==> src/rtl/irq_sel_pkg.sv <==
package irq_sel_pkg;

    // Decision taken by the selector for the next cycle
    typedef enum logic [1:0] {
        ACT_HOLD  = 2'd0,
        ACT_CLEAR = 2'd1,
        ACT_RAISE = 2'd2
    } sel_act_t;

endpackage

==> src/rtl/soft_int_reg.sv <==
module soft_int_reg #(
    parameter int unsigned SOFT_W = 17
) (
    input  logic              clk,
    input  logic              rst_n,
    input  logic [SOFT_W-1:0] set_i,
    input  logic [SOFT_W-1:0] clr_i,
    output logic [SOFT_W-1:0] soft_o,
    output logic              wake_o
);

    typedef struct packed {
        logic [SOFT_W-1:0] bits;
        logic              wake;
    } soft_st_t;

    soft_st_t st_d, st_q;

    always_comb begin
        st_d      = st_q;
        st_d.bits = (st_q.bits & ~clr_i) | set_i;
        st_d.wake = |set_i;
    end

    always_ff @(posedge clk or negedge rst_n) begin
        if (!rst_n) begin
            st_q <= '0;
        end else begin
            st_q <= st_d;
        end
    end

    assign soft_o = st_q.bits;
    assign wake_o = st_q.wake;

    AST_SET_STICKS: assert property (@(posedge clk) disable iff (!rst_n)
        (set_i != '0) |=> ((soft_o & $past(set_i)) == $past(set_i)));
    AST_CLR_TAKES: assert property (@(posedge clk) disable iff (!rst_n)
        ((clr_i & ~set_i) != '0) |=> ((soft_o & $past(clr_i & ~set_i)) == '0));
    AST_WAKE_PULSE: assert property (@(posedge clk) disable iff (!rst_n)
        (set_i != '0) |=> wake_o);

endmodule

==> src/rtl/pend_fold.sv <==
module pend_fold #(
    parameter int unsigned LEVELS    = 16,
    parameter int unsigned TIMER_LVL = 14,
    parameter int unsigned SOFT_W    = LEVELS + 1
) (
    input  logic [LEVELS-1:0] ext_i,
    input  logic [SOFT_W-1:0] soft_i,
    output logic [LEVELS-1:0] pend_o
);

    localparam int unsigned TICK_BIT  = 0;
    localparam int unsigned STICK_BIT = LEVELS;

    logic timer_hit;

    assign timer_hit = soft_i[TICK_BIT] | soft_i[STICK_BIT];

    always_comb begin
        pend_o    = ext_i | soft_i[LEVELS-1:0];
        // level 0 and the tick-match position carry no request
        pend_o[0] = 1'b0;
        if (timer_hit) begin
            pend_o[TIMER_LVL] = 1'b1;
        end
    end

endmodule

==> src/rtl/lvl_pick.sv <==
module lvl_pick #(
    parameter int unsigned LEVELS = 16,
    parameter int unsigned LVL_W  = $clog2(LEVELS)
) (
    input  logic [LEVELS-1:0] pend_i,
    input  logic [LVL_W-1:0]  thr_i,
    output logic              hit_o,
    output logic [LVL_W-1:0]  lvl_o
);

    logic [LEVELS-1:0] qual;

    for (genvar g = 0; g < LEVELS; g++) begin : g_qual
        assign qual[g] = pend_i[g] && (LVL_W'(g) > thr_i);
    end

    // ascending scan, the last hit is the highest qualified level
    always_comb begin
        lvl_o = '0;
        for (int i = 0; i < LEVELS; i++) begin
            if (qual[i]) begin
                lvl_o = LVL_W'(i);
            end
        end
    end

    assign hit_o = |qual;

endmodule

==> src/rtl/irq_level_sel.sv <==
module irq_level_sel
    import irq_sel_pkg::*;
#(
    parameter int unsigned       LEVELS      = 16,
    parameter int unsigned       TT_W        = 9,
    parameter int unsigned       TL_W        = 3,
    parameter logic [TT_W-1:0]   TT_EXT_BASE = 9'h040,
    parameter int unsigned       TIMER_LVL   = 14
) (
    input  logic                clk,
    input  logic                rst_n,
    input  logic [15:0]         ext_lvl_i,
    input  logic [16:0]         soft_set_i,
    input  logic [16:0]         soft_clr_i,
    input  logic [3:0]          thr_i,
    input  logic                ie_i,
    input  logic [2:0]          tl_i,
    input  logic [8:0]          cur_tt_i,
    output logic                irq_req_o,
    output logic [8:0]          irq_idx_o,
    output logic [16:0]         soft_o,
    output logic                wake_o
);

    localparam int unsigned    LVL_W  = $clog2(LEVELS);
    localparam int unsigned    SOFT_W = LEVELS + 1;
    localparam logic [TT_W-1:0] TT_TOP = TT_EXT_BASE | TT_W'(LEVELS - 1);

    typedef struct packed {
        logic            req;
        logic [TT_W-1:0] idx;
    } sel_st_t;

    logic [SOFT_W-1:0] soft_q;
    logic [LEVELS-1:0] pend;
    logic              pick_hit;
    logic [LVL_W-1:0]  pick_lvl;
    logic [TT_W-1:0]   cand_idx;
    logic              nest_block;
    sel_act_t          act;
    sel_st_t           st_d, st_q;

    soft_int_reg #(
        .SOFT_W (SOFT_W)
    ) u_soft (
        .clk    (clk),
        .rst_n  (rst_n),
        .set_i  (soft_set_i),
        .clr_i  (soft_clr_i),
        .soft_o (soft_q),
        .wake_o (wake_o)
    );

    pend_fold #(
        .LEVELS    (LEVELS),
        .TIMER_LVL (TIMER_LVL),
        .SOFT_W    (SOFT_W)
    ) u_fold (
        .ext_i  (ext_lvl_i),
        .soft_i (soft_q),
        .pend_o (pend)
    );

    lvl_pick #(
        .LEVELS (LEVELS),
        .LVL_W  (LVL_W)
    ) u_pick (
        .pend_i (pend),
        .thr_i  (thr_i),
        .hit_o  (pick_hit),
        .lvl_o  (pick_lvl)
    );

    assign cand_idx   = TT_EXT_BASE | TT_W'(pick_lvl);
    assign nest_block = (tl_i != '0) && (cur_tt_i > cand_idx);

    always_comb begin
        act  = ACT_HOLD;
        st_d = st_q;
        if (pend == '0) begin
            act = ACT_CLEAR;
        end else if (ie_i && pick_hit && !nest_block && (cand_idx != st_q.idx)) begin
            act = ACT_RAISE;
        end
        case (act)
            ACT_CLEAR: begin
                st_d.req = 1'b0;
                st_d.idx = '0;
            end
            ACT_RAISE: begin
                st_d.req = 1'b1;
                st_d.idx = cand_idx;
            end
            default: st_d = st_q;
        endcase
    end

    always_ff @(posedge clk or negedge rst_n) begin
        if (!rst_n) begin
            st_q <= '0;
        end else begin
            st_q <= st_d;
        end
    end

    assign irq_req_o = st_q.req;
    assign irq_idx_o = st_q.idx;
    assign soft_o    = soft_q;

    AST_IDLE_CLEARS: assert property (@(posedge clk) disable iff (!rst_n)
        (pend == '0) |=> (!irq_req_o && irq_idx_o == '0));
    AST_DISABLED_HOLDS: assert property (@(posedge clk) disable iff (!rst_n)
        (!ie_i && pend != '0) |=> ($stable(irq_req_o) && $stable(irq_idx_o)));
    AST_NEST_HOLDS: assert property (@(posedge clk) disable iff (!rst_n)
        (tl_i != '0 && cur_tt_i > TT_TOP && pend != '0) |=> $stable(irq_idx_o));
    AST_IDX_FORMAT: assert property (@(posedge clk) disable iff (!rst_n)
        irq_req_o |-> ((irq_idx_o & ~TT_W'(LEVELS - 1)) == TT_EXT_BASE
                       && irq_idx_o[LVL_W-1:0] != '0));
    AST_ABOVE_THR: assert property (@(posedge clk) disable iff (!rst_n)
        (irq_idx_o != $past(irq_idx_o) && irq_idx_o != '0)
            |-> (irq_idx_o[LVL_W-1:0] > $past(thr_i)));
    AST_LVL0_IDLE: assert property (@(posedge clk) disable iff (!rst_n)
        (ext_lvl_i == 16'h0001 && soft_q == '0) |=> !irq_req_o);

endmodule

==> config.mk <==
export PLATFORM = sky130hd
export DESIGN_NAME = irq_level_sel
export DESIGN_NICKNAME = d
export VERILOG_FILES = /design/src/rtl/irq_sel_pkg.sv /design/src/rtl/soft_int_reg.sv /design/src/rtl/pend_fold.sv /design/src/rtl/lvl_pick.sv /design/src/rtl/irq_level_sel.sv
export SDC_FILE = /design/constraint.sdc
export NUM_CORES = 1
export LEC_CHECK = 0
export BUFFER_PORTS_ARGS = -buffer_cell sky130_fd_sc_hd__buf_2
export CAP_MARGIN = 20
export CORE_MARGIN = 10
export CORE_UTILIZATION = 47
export CTS_CLUSTER_DIAMETER = 50
export DETAILED_ROUTE_END_ITERATION = 8
export PLACE_DENSITY_LB_ADDON = 0.15
export SLEW_MARGIN = 40
export SYNTH_ARGS = -nofsm -noshare
export SYNTH_HDL_FRONTEND = slang
export SYNTH_SLANG_ARGS = --single-unit
==> constraint.sdc <==
create_clock -name clk -period 6.3 [get_ports clk]
set_input_delay 0.315 -clock clk [delete_from_list [all_inputs] [get_ports clk]]
set_output_delay 0.315 -clock clk [all_outputs]
set_load 0.01 [all_outputs]
==> out/metrics.cfg, run 1 <==
[grt]
grt-ovfl-total=0
grt_pass1_wl_mm=8.245
antenna_found_initial=0
grt_use_met1=0.1870
globalRouteMet3Util=0.06419
grtUsageTotal=0.1595
busiest_layer=met2
first_global_vias=1781
grt_max_degree=24
use_met2=0.2621

[clock_tree]
htreeDepth=1
worstSkewPairLatency_ps=300
cts_buffers=3
cts_setup_buffers=0
cts_buffer_depth=2
path_clk_slew_ps=130
cts_tree=yes
clock_sinks=23
cts_root_buf=clkbuf_4

[synth]
synth_top_area_share=0.3441
synthArstFlopShare=1.000
synth_edf_count=0
netlist_instances=183
yosys-top-cells-count=dfrtp_1, inv_1, a21o_1
synthFlopType=dfrtp_1
synthMostInstantiatedCell=dfrtp_1
syn_area_sq_um=1673
yosysSeqAreaShare=0.3441
yosysWarnings=0
synth_area_per_cell_sq_um=9.141
netlist_top_cells_area=dfrtp_1, a21o_1, inv_1
yosysUniqueCellTypes=58
yosys.area.top_type=dfrtp_1
ys_ff_latch=23

[placed_design]
gp_congestion=0.8790
place_hpwl_mm=4.372
numPortBuffers=91

[layout]
area_delta_synth_final_pct=27.97
drive_gt1_frac=0.4301
nFillCells=336
n_antenna_cell=0
multi_input_comb_area_sq_um=943.4
fin_nets=346
seq_area_sq_um=575.6

[timing]
slew_headroom=0.6096
final_max_slew_viol_count=0
finClkSkew_ps=1.527
rsz0062_at_grt=no
setup_viol=0
clock.fmax_mhz=300.3
hold_viol=0
fin_crit_sh=0.5286
worst_slew_pin_slew_ps=582.8
fin_crit_ps=3330
tns_ps=0

[min_path]
worstHoldPathType=primary input to flip-flop

[setup_path]
critPathMaxStageDelay_ps=470
endpoint_kind=flip-flop
cpMaxStageDelayCell=nor4_1
critPathTopFamily=compound AO/OA/AOI/OAI gates
required_ps=6490
crit_chain=nor4_1, a31oi_1, nor3b_2, a21boi_0, ha_1, o21a_1, o21a_1, o21ai_0, a211oi_1, nor2_1, o21ai_2, mux2i_1
start_kind=flip-flop
worst-endpoint-arrival_ps=3520
crit_buf_inv=0
critPathKind=flip-flop to flip-flop
path_common_cell=o21a_1
cp_max_fo=6

[route]
dr.pass1.iters=4
initialDrtViolationCount=92
postRouteAntennaNets=0
routedWlPerCell_um=16.03
routed_wl_mm=5.098
vias_per_cell=5.336
drc=0
vias=1697

[pwr]
vdd_drop_max_v=0.0001089
p_per_area_nw_per_um2=163.7
fin_total_pwr_mw=0.3505
power_leakage_nw=1.104

[flow_run]
cap_violations=0

[die]
die_x_um=79.66
start_util=0.4935
core_sq_um=3390
rows=21
ioPinCount=97
fp.dieH_um=79.66
die-area_sq_um=6346

[run_status]
outcome=completed

-- through the flow --
step | hold slack, ps | area (sq um) | utilization | setup slack [ps] | instances
2_1_floorplan | 19.41 | 1684 | - | 3350 | 186
3_3_place_gp | 313.6 | 2103 | 0.6205 | 3005 | 313
3_5_place_dp | 316.7 | 2103 | 0.6205 | 2998 | 313
4_1_cts | 179.6 | 2141 | 0.6316 | 3001 | 318
5_1_grt | 168.1 | 2141 | 0.6316 | 2568 | 318
6_report | 187.3 | 2141 | 0.6316 | 2970 | 318
-- worst paths after layout --
| path | cells after the start | slack (ps) | start | end |
|---|---|---|---|---|
| max reg2reg | 12 | 2970 | u_soft.soft_o[0]$_DFF_PN0_ | irq_idx_o[2]$_DFFE_PN0P_ |
| min reg2reg | 1 | 510 | u_soft.soft_o[11]$_DFF_PN0_ | u_soft.soft_o[11]$_DFF_PN0_ |
| max | 12 | 2970 | u_soft.soft_o[0]$_DFF_PN0_ | irq_idx_o[2]$_DFFE_PN0P_ |
| min | 2 | 190 | soft_set_i[11] | u_soft.soft_o[11]$_DFF_PN0_ |
| max in group asynchronous | 2 | 5440 | rst_n | irq_idx_o[6]$_DFFE_PN0P_ |
| min in group asynchronous | 2 | 510 | rst_n | u_soft.soft_o[3]$_DFF_PN0_ |
-- final cells by class --
class	instances	area share
Clock buffer	3	0.01052
Multi-Input combinational cell	134	0.4407
Timing Repair Buffer	92	0.2174
Clock inverter	1	0.002338
Sequential cell	23	0.2688
Tap cell	46	0.02688
Inverter	19	0.03331
-- state kept, by name (all words and copies together) (netlist names) --
name / count
irq_idx_o: 5
u_soft.soft_o: 17
u_soft.wake_o: 1
-- placed cells by master (no fill, tap or decap), drive strengths merged, types with 3 or more instances in the layout --
cell type | synthesis | routed
mux2i | 3 | 3
nor4 | 8 | 8
dfrtp | 23 | 23
o21a | 5 | 5
nand2 | 11 | 11
and3 | 3 | 3
o21ai | 7 | 7
buf | 10 | 91
a211o | 3 | 3
ha | 4 | 4
nand4 | 4 | 4
clkbuf | 0 | 3
a21oi | 4 | 4
a21o | 18 | 18
or3 | 4 | 4
nor2 | 11 | 11
or2 | 6 | 6
nor3 | 4 | 4
conb | 1 | 4
nand3 | 3 | 3
inv | 19 | 19
-- routing by layer --
metal,vias up,share of wire
met3,2,0.12
met1,780,0.43
met5,-,0
li1,849,-
met2,66,0.45
met4,0,0.0053
-- power by group --
part,internal [mW],total (mW),switching (mW),leakage (nW)
Combinational,0.0530,0.110,0.0571,0.849
Sequential,0.159,0.173,0.0136,0.238
Clock,0.0237,0.0674,0.0438,0.0177
-- logic make-up after synthesis --
logic type	Yosys count	synth area share
simple gates	62	0.2117
mux	3	0.01795
fa+ha+maj	4	0.02992
buf+inv	29	0.09872
other cells	1	0.002242
xor+xnor	1	0.005237
flops	23	0.3441
compound gates	60	0.2902
-- timing repair --
item | CTS | global route
hold buffers | 1 | 0
hold endpoints to repair | 23 | 0
resized for setup | 0 | 0
Power figures use the tool's default switching activity.
==> run 2: changes to the inputs <==
- CORE_UTILIZATION: 47 -> 44
- clock period: 6.3 -> 3.25 ns (I/O delays scaled with it)
==> out/metrics.cfg, run 2 (synthesized netlist as in run 1, its figures left out) <==
[setup_path]
cp_max_fo=4  ; -2
path_common_cell=o21a_1
start_kind=flip-flop
cpMaxStageDelayCell=dfrtp_1
crit_buf_inv=0  ; unchanged
required_ps=3390  ; -3100 ps
critPathMaxStageDelay_ps=410  ; -60 ps
critPathTopFamily=compound AO/OA/AOI/OAI gates
endpoint_kind=flip-flop
crit_chain=or2_2, a32oi_2, o2111ai_1, a21oi_2, ha_1, nor2b_1, o21a_1, o21a_1, o21ai_0, a211oi_1, nor2_1, o21ai_2, mux2i_1
critPathKind=flip-flop to flip-flop
worst-endpoint-arrival_ps=3090  ; -430 ps

[pwr]
power_leakage_nw=1.145  ; +3.7%
vdd_drop_max_v=0.0002385  ; +120%
p_per_area_nw_per_um2=327.5  ; +100%

[die]
fp.dieH_um=81.66  ; +2.5%
rows=22  ; +4.8%
die-area_sq_um=6668  ; +5.1%
start_util=0.4569  ; -0.03660
core_sq_um=3661  ; +8.0%
ioPinCount=97  ; unchanged
die_x_um=81.66  ; +2.5%

[grt]
antenna_found_initial=0  ; unchanged
grt_max_degree=24  ; unchanged
grtUsageTotal=0.1549  ; -0.004568
first_global_vias=1781  ; unchanged
grt-ovfl-total=0  ; unchanged
grt_pass1_wl_mm=8.183  ; -0.75%

[timing]
clock.fmax_mhz=338.9  ; +13%
fin_crit_sh=0.9080  ; +0.3795
worst_slew_pin_slew_ps=507.6  ; -75.18 ps
hold_viol=0  ; unchanged
setup_viol=0  ; unchanged
final_max_slew_viol_count=0  ; unchanged
finClkSkew_ps=2.339  ; +0.8125 ps
rsz0062_at_grt=no
fin_crit_ps=2951  ; -378.9 ps
tns_ps=0  ; unchanged
layout_setup_ws_ps=298.8  ; -2671 ps
slew_headroom=0.6616  ; +0.05193
whs_ps=85.09  ; -102.2 ps

[clock_tree]
cts_tree=yes
clock_sinks=23  ; unchanged
cts_buffers=3  ; unchanged
worstSkewPairLatency_ps=260  ; -40 ps
cts_buffer_depth=2  ; unchanged
htreeDepth=1  ; unchanged
cts_root_buf=clkbuf_8
path_clk_slew_ps=80  ; -50 ps

[placed_design]
dpl_cell_area_sq_um=2143  ; +1.9%
place_hpwl_mm=4.413  ; +0.96%
pre_cts_slack_ps=147.5  ; -2850 ps
dp_cells=320  ; +2.2%
gp_congestion=0.8493  ; -3.4%
numPortBuffers=91  ; unchanged

[route]
initialDrtViolationCount=61  ; -34%
routed_wl_mm=5.115  ; +0.33%
vias_per_cell=5.362  ; +0.48%
routedWlPerCell_um=15.69  ; -2.1%
dr.pass1.iters=4  ; unchanged
drc=0  ; unchanged
vias=1748  ; +3.0%
postRouteAntennaNets=0  ; unchanged

[layout]
largest_reg_flops=17  ; unchanged
fin_cells=326  ; +2.5%
fin_nets=352  ; +1.7%
final_common_cell=buf_2
final_area_sq_um=2221  ; +3.7%
area_delta_synth_final_pct=32.76
layout_common_cells=buf_2, dfrtp_1, inv_1
drive_gt1_frac=0.4496  ; +0.01949
n_antenna_cell=0  ; unchanged

[flow_run]
cap_violations=0  ; unchanged

[run_status]
outcome=completed

[min_path]
worstHoldPathType=primary input to flip-flop

[run 2: cell type report]
| class | count | area [sq um] |
|---|---|---|
| fillers | 344 | 1440 |
| multi-input cells | 134 | 957.2 |
| flip-flops and latches | 23 | 575.6 |
| repair buffers | 98 | 510.5 |
| inverters | 19 | 71.32 |
| well taps | 48 | 60.06 |
| clock buffers | 3 | 41.29 |
| clock inverters | 1 | 5.005 |
[run 2: final timing paths]
check                                            start                     endpoint  slack, ps  depth (start not counted)
max reg2reg                u_soft.soft_o[11]$_DFF_PN0_     irq_idx_o[2]$_DFFE_PN0P_        300                         13
min in group asynchronous                        rst_n   u_soft.soft_o[3]$_DFF_PN0_        410                          2
min reg2reg                 u_soft.soft_o[6]$_DFF_PN0_   u_soft.soft_o[6]$_DFF_PN0_        500                          1
max                        u_soft.soft_o[11]$_DFF_PN0_     irq_idx_o[2]$_DFFE_PN0P_        300                         13
max in group asynchronous                        rst_n     irq_idx_o[3]$_DFFE_PN0P_       2500                          2
min                                     soft_set_i[16]  u_soft.soft_o[16]$_DFF_PN0_         90                          2
[run 2: report_power, final]
group	leakage [nW]	internal [mW]	switching, mW
Combinational	0.882	0.107	0.111
Clock	0.0255	0.0855	0.0882
Sequential	0.238	0.309	0.0268
[run 2: per-stage QoR]
stage,power (mW),util
final,0.7273,0.6066
after global routing,0.7785,0.6066
after CTS,0.7364,0.6008
after detailed placement,0.5575,0.5854
after global placement,0.5544,0.5854
after floorplan,0.4639,-
[run 2: metal layers]
metal,global-route usage,wire (um),vias up
li1,-,-,863
met1,0.1827,2122,802
met2,0.2536,2315,79
met3,0.06004,629,4
met4,0.05102,47,0
met5,0,0,-
[run 2: timing repair]
action                                  4_1_cts  5_1_grt
hold buffers                                  1        0
hold endpoints to repair                     23        0
endpoints found under the setup margin        0        4
resized for setup                             0        3
buffers inserted                              0        1
[run 2: worst register-to-register path, cell delays in order, from the launching register on]
cell       delay [ps]
dfrtp_1           410
or2_2             330
a32oi_2           270
o2111ai_1         210
a21oi_2           220
ha_1              260
nor2b_1           130
o21a_1            160
o21a_1            150
o21ai_0           160
a211oi_1          110
nor2_1            150
o21ai_2           130
mux2i_1           140
==> run 3: changes to the inputs <==
- CELL_PAD_IN_SITES_DETAIL_PLACEMENT: not set -> 1
- CELL_PAD_IN_SITES_GLOBAL_PLACEMENT: not set -> 2
- CORE_UTILIZATION: 44 -> 24
==> out/metrics.cfg, run 3 (synthesized netlist as in run 1, its figures left out) <==
[pwr]
p_seq_frac=0.451  ; -0.010
p_comb_frac=0.300  ; about the same
vdd_drop_max_v=0.0001714  ; -28%
swShare=0.3228  ; +0.01200
p_int_mw=0.5041  ; +0.57%
p_per_area_nw_per_um2=324.4  ; -0.94%
fin_total_pwr_mw=0.7444  ; +2.4%
clock_power_share=0.248  ; +0.009
p_switching_mw=0.2403  ; +6.3%
power_leakage_nw=1.156  ; +0.99%

[clock_tree]
cts_buffer_depth=2  ; unchanged
clock_sinks=23  ; unchanged
htreeDepth=1  ; unchanged
cts_buffers=3  ; unchanged
worstSkewPairLatency_ps=270  ; about the same
cts_setup_buffers=0  ; unchanged
cts_tree=yes
cts_root_buf=clkbuf_8
path_clk_slew_ps=90  ; about the same

[grt]
grtUsageTotal=0.1195  ; -0.03544
use_met2=0.1827  ; -0.07081
busiest_layer=met2
grt_use_met1=0.1486  ; -0.03412
grt_pass1_wl_mm=9.991  ; +22%
first_global_vias=1971  ; +11%
grt_max_degree=24  ; unchanged
grt-ovfl-total=0  ; unchanged
antenna_found_initial=1  ; +1
globalRouteMet3Util=0.05581  ; -0.004230

[placed_design]
numPortBuffers=91  ; unchanged
gp_congestion=0.7549  ; -11%
pre_cts_slack_ps=122.3  ; -25.23 ps
place_hpwl_mm=5.503  ; +25%

[timing]
layout_setup_ws_ps=247.3  ; -51.58 ps
setup_viol=0  ; unchanged
tns_ps=0  ; unchanged
slew_headroom=0.5925  ; -0.06913
rsz0062_at_grt=no
fin_crit_ps=3003  ; +51.58 ps
fin_crit_sh=0.9239  ; +0.01587
final_max_slew_viol_count=0  ; unchanged
worst_slew_pin_slew_ps=608.5  ; +100.9 ps
hold_viol=0  ; unchanged
finClkSkew_ps=4.892  ; +2.552 ps
clock.fmax_mhz=333.0  ; -1.7%

[layout]
fin_nets=355  ; +0.85%
nFillCells=841  ; +140%
area_delta_synth_final_pct=37.17
layout_common_cells=buf_2, dfrtp_1, inv_1
largest_reg_flops=17  ; unchanged
n_antenna_cell=0  ; unchanged
final_common_cell=buf_2
drive_gt1_frac=0.4484  ; -0.001242

[die]
die-area_sq_um=10710  ; +61%
ioPinCount=97  ; unchanged
die_x_um=103.5  ; +27%
core_sq_um=6794  ; +86%
fp.dieH_um=103.5  ; +27%
rows=30  ; +36%
start_util=0.2462  ; -0.2107

[route]
dr.pass1.iters=4  ; unchanged
postRouteAntennaNets=0  ; unchanged
drc=0  ; unchanged
routed_wl_mm=6.291  ; +23%
routedWlPerCell_um=16.69  ; +6.4%
initialDrtViolationCount=33  ; -46%
vias_per_cell=4.570  ; -15%
vias=1723  ; -1.4%

[setup_path]
worst-endpoint-arrival_ps=3150  ; +60 ps
critPathKind=flip-flop to flip-flop
start_kind=flip-flop
cp_max_fo=4  ; unchanged
endpoint_kind=flip-flop
required_ps=3400  ; about the same

[min_path]
worstHoldPathType=primary input to flip-flop

[flow_run]
cap_violations=0  ; unchanged

[run_status]
outcome=completed

run 3: routing by layer:
metal  part of all wire  vias to the layer above  wire, um
met1               0.44                      802      2795
met3               0.11                        6       664
met2               0.44                       53      2775
li1                   -                      860         -
met4             0.0070                        2        44
met5             0.0017                        -        11
run 3: path summary, 6_finish.rpt:
path	from	to	slack (ps)	cells after the start
max in group asynchronous	rst_n	u_soft.soft_o[13]$_DFF_PN0_	2480	2
hold / removal	soft_set_i[11]	u_soft.soft_o[11]$_DFF_PN0_	80	2
setup / recovery	u_soft.soft_o[11]$_DFF_PN0_	irq_idx_o[3]$_DFFE_PN0P_	250	13
setup reg to reg	u_soft.soft_o[11]$_DFF_PN0_	irq_idx_o[3]$_DFFE_PN0P_	250	13
hold reg to reg	u_soft.soft_o[10]$_DFF_PN0_	u_soft.soft_o[10]$_DFF_PN0_	490	1
min in group asynchronous	rst_n	u_soft.soft_o[7]$_DFF_PN0_	410	2
run 3: metrics by stage:
| step | area [sq um] | util | cells | hold slack (ps) |
|---|---|---|---|---|
| floorplan | 1684 | - | 186 | -133.1 |
| detailed placement | 2233 | 0.3287 | 372 | 189.9 |
| CTS | 2288 | 0.3368 | 377 | 73.60 |
| global placement | 2233 | 0.3287 | 372 | 198.0 |
| global route | 2295 | 0.3378 | 377 | 74.24 |
| finish | 2295 | 0.3378 | 377 | 81.14 |
run 3: cell type report:
type                    count  area [sq um]  area share
inverters                  19         71.32     0.03108
repair buffers            101         533.0      0.2323
well taps                  96         120.1     0.05234
multi-input cells         134         949.7      0.4138
flip-flops and latches     23         575.6      0.2508
clock buffers               4         45.04     0.01963
run 3: critical path, cell delays in order (launching register included):
cell and delay (ps):
dfrtp_1 410, or2_2 330, a32oi_1 340, o2111ai_1 210, a21oi_2 200, ha_1 250, nor2b_1 130, o21a_1 160
o21a_1 160, o21ai_0 140, a211oi_1 100, nor2_1 170, o21ai_2 130, mux2i_1 150
run 3: repair_timing:
item | 4_1_cts | 5_1_grt
hold buffers | 1 | 0
hold endpoints to repair | 23 | 0
endpoints found under the setup margin | 0 | 4
gates resized for setup | 0 | 1
run 3: power by group through the flow:
stage          Combinational, mW  Clock (mW)  Sequential (mW)
2_1_floorplan              0.116           0            0.348
3_3_place_gp               0.224           0            0.341
3_5_place_dp               0.227           0            0.342
4_1_cts                    0.228       0.194            0.336
5_1_grt                    0.253       0.206            0.341
6_report                   0.224       0.185            0.336
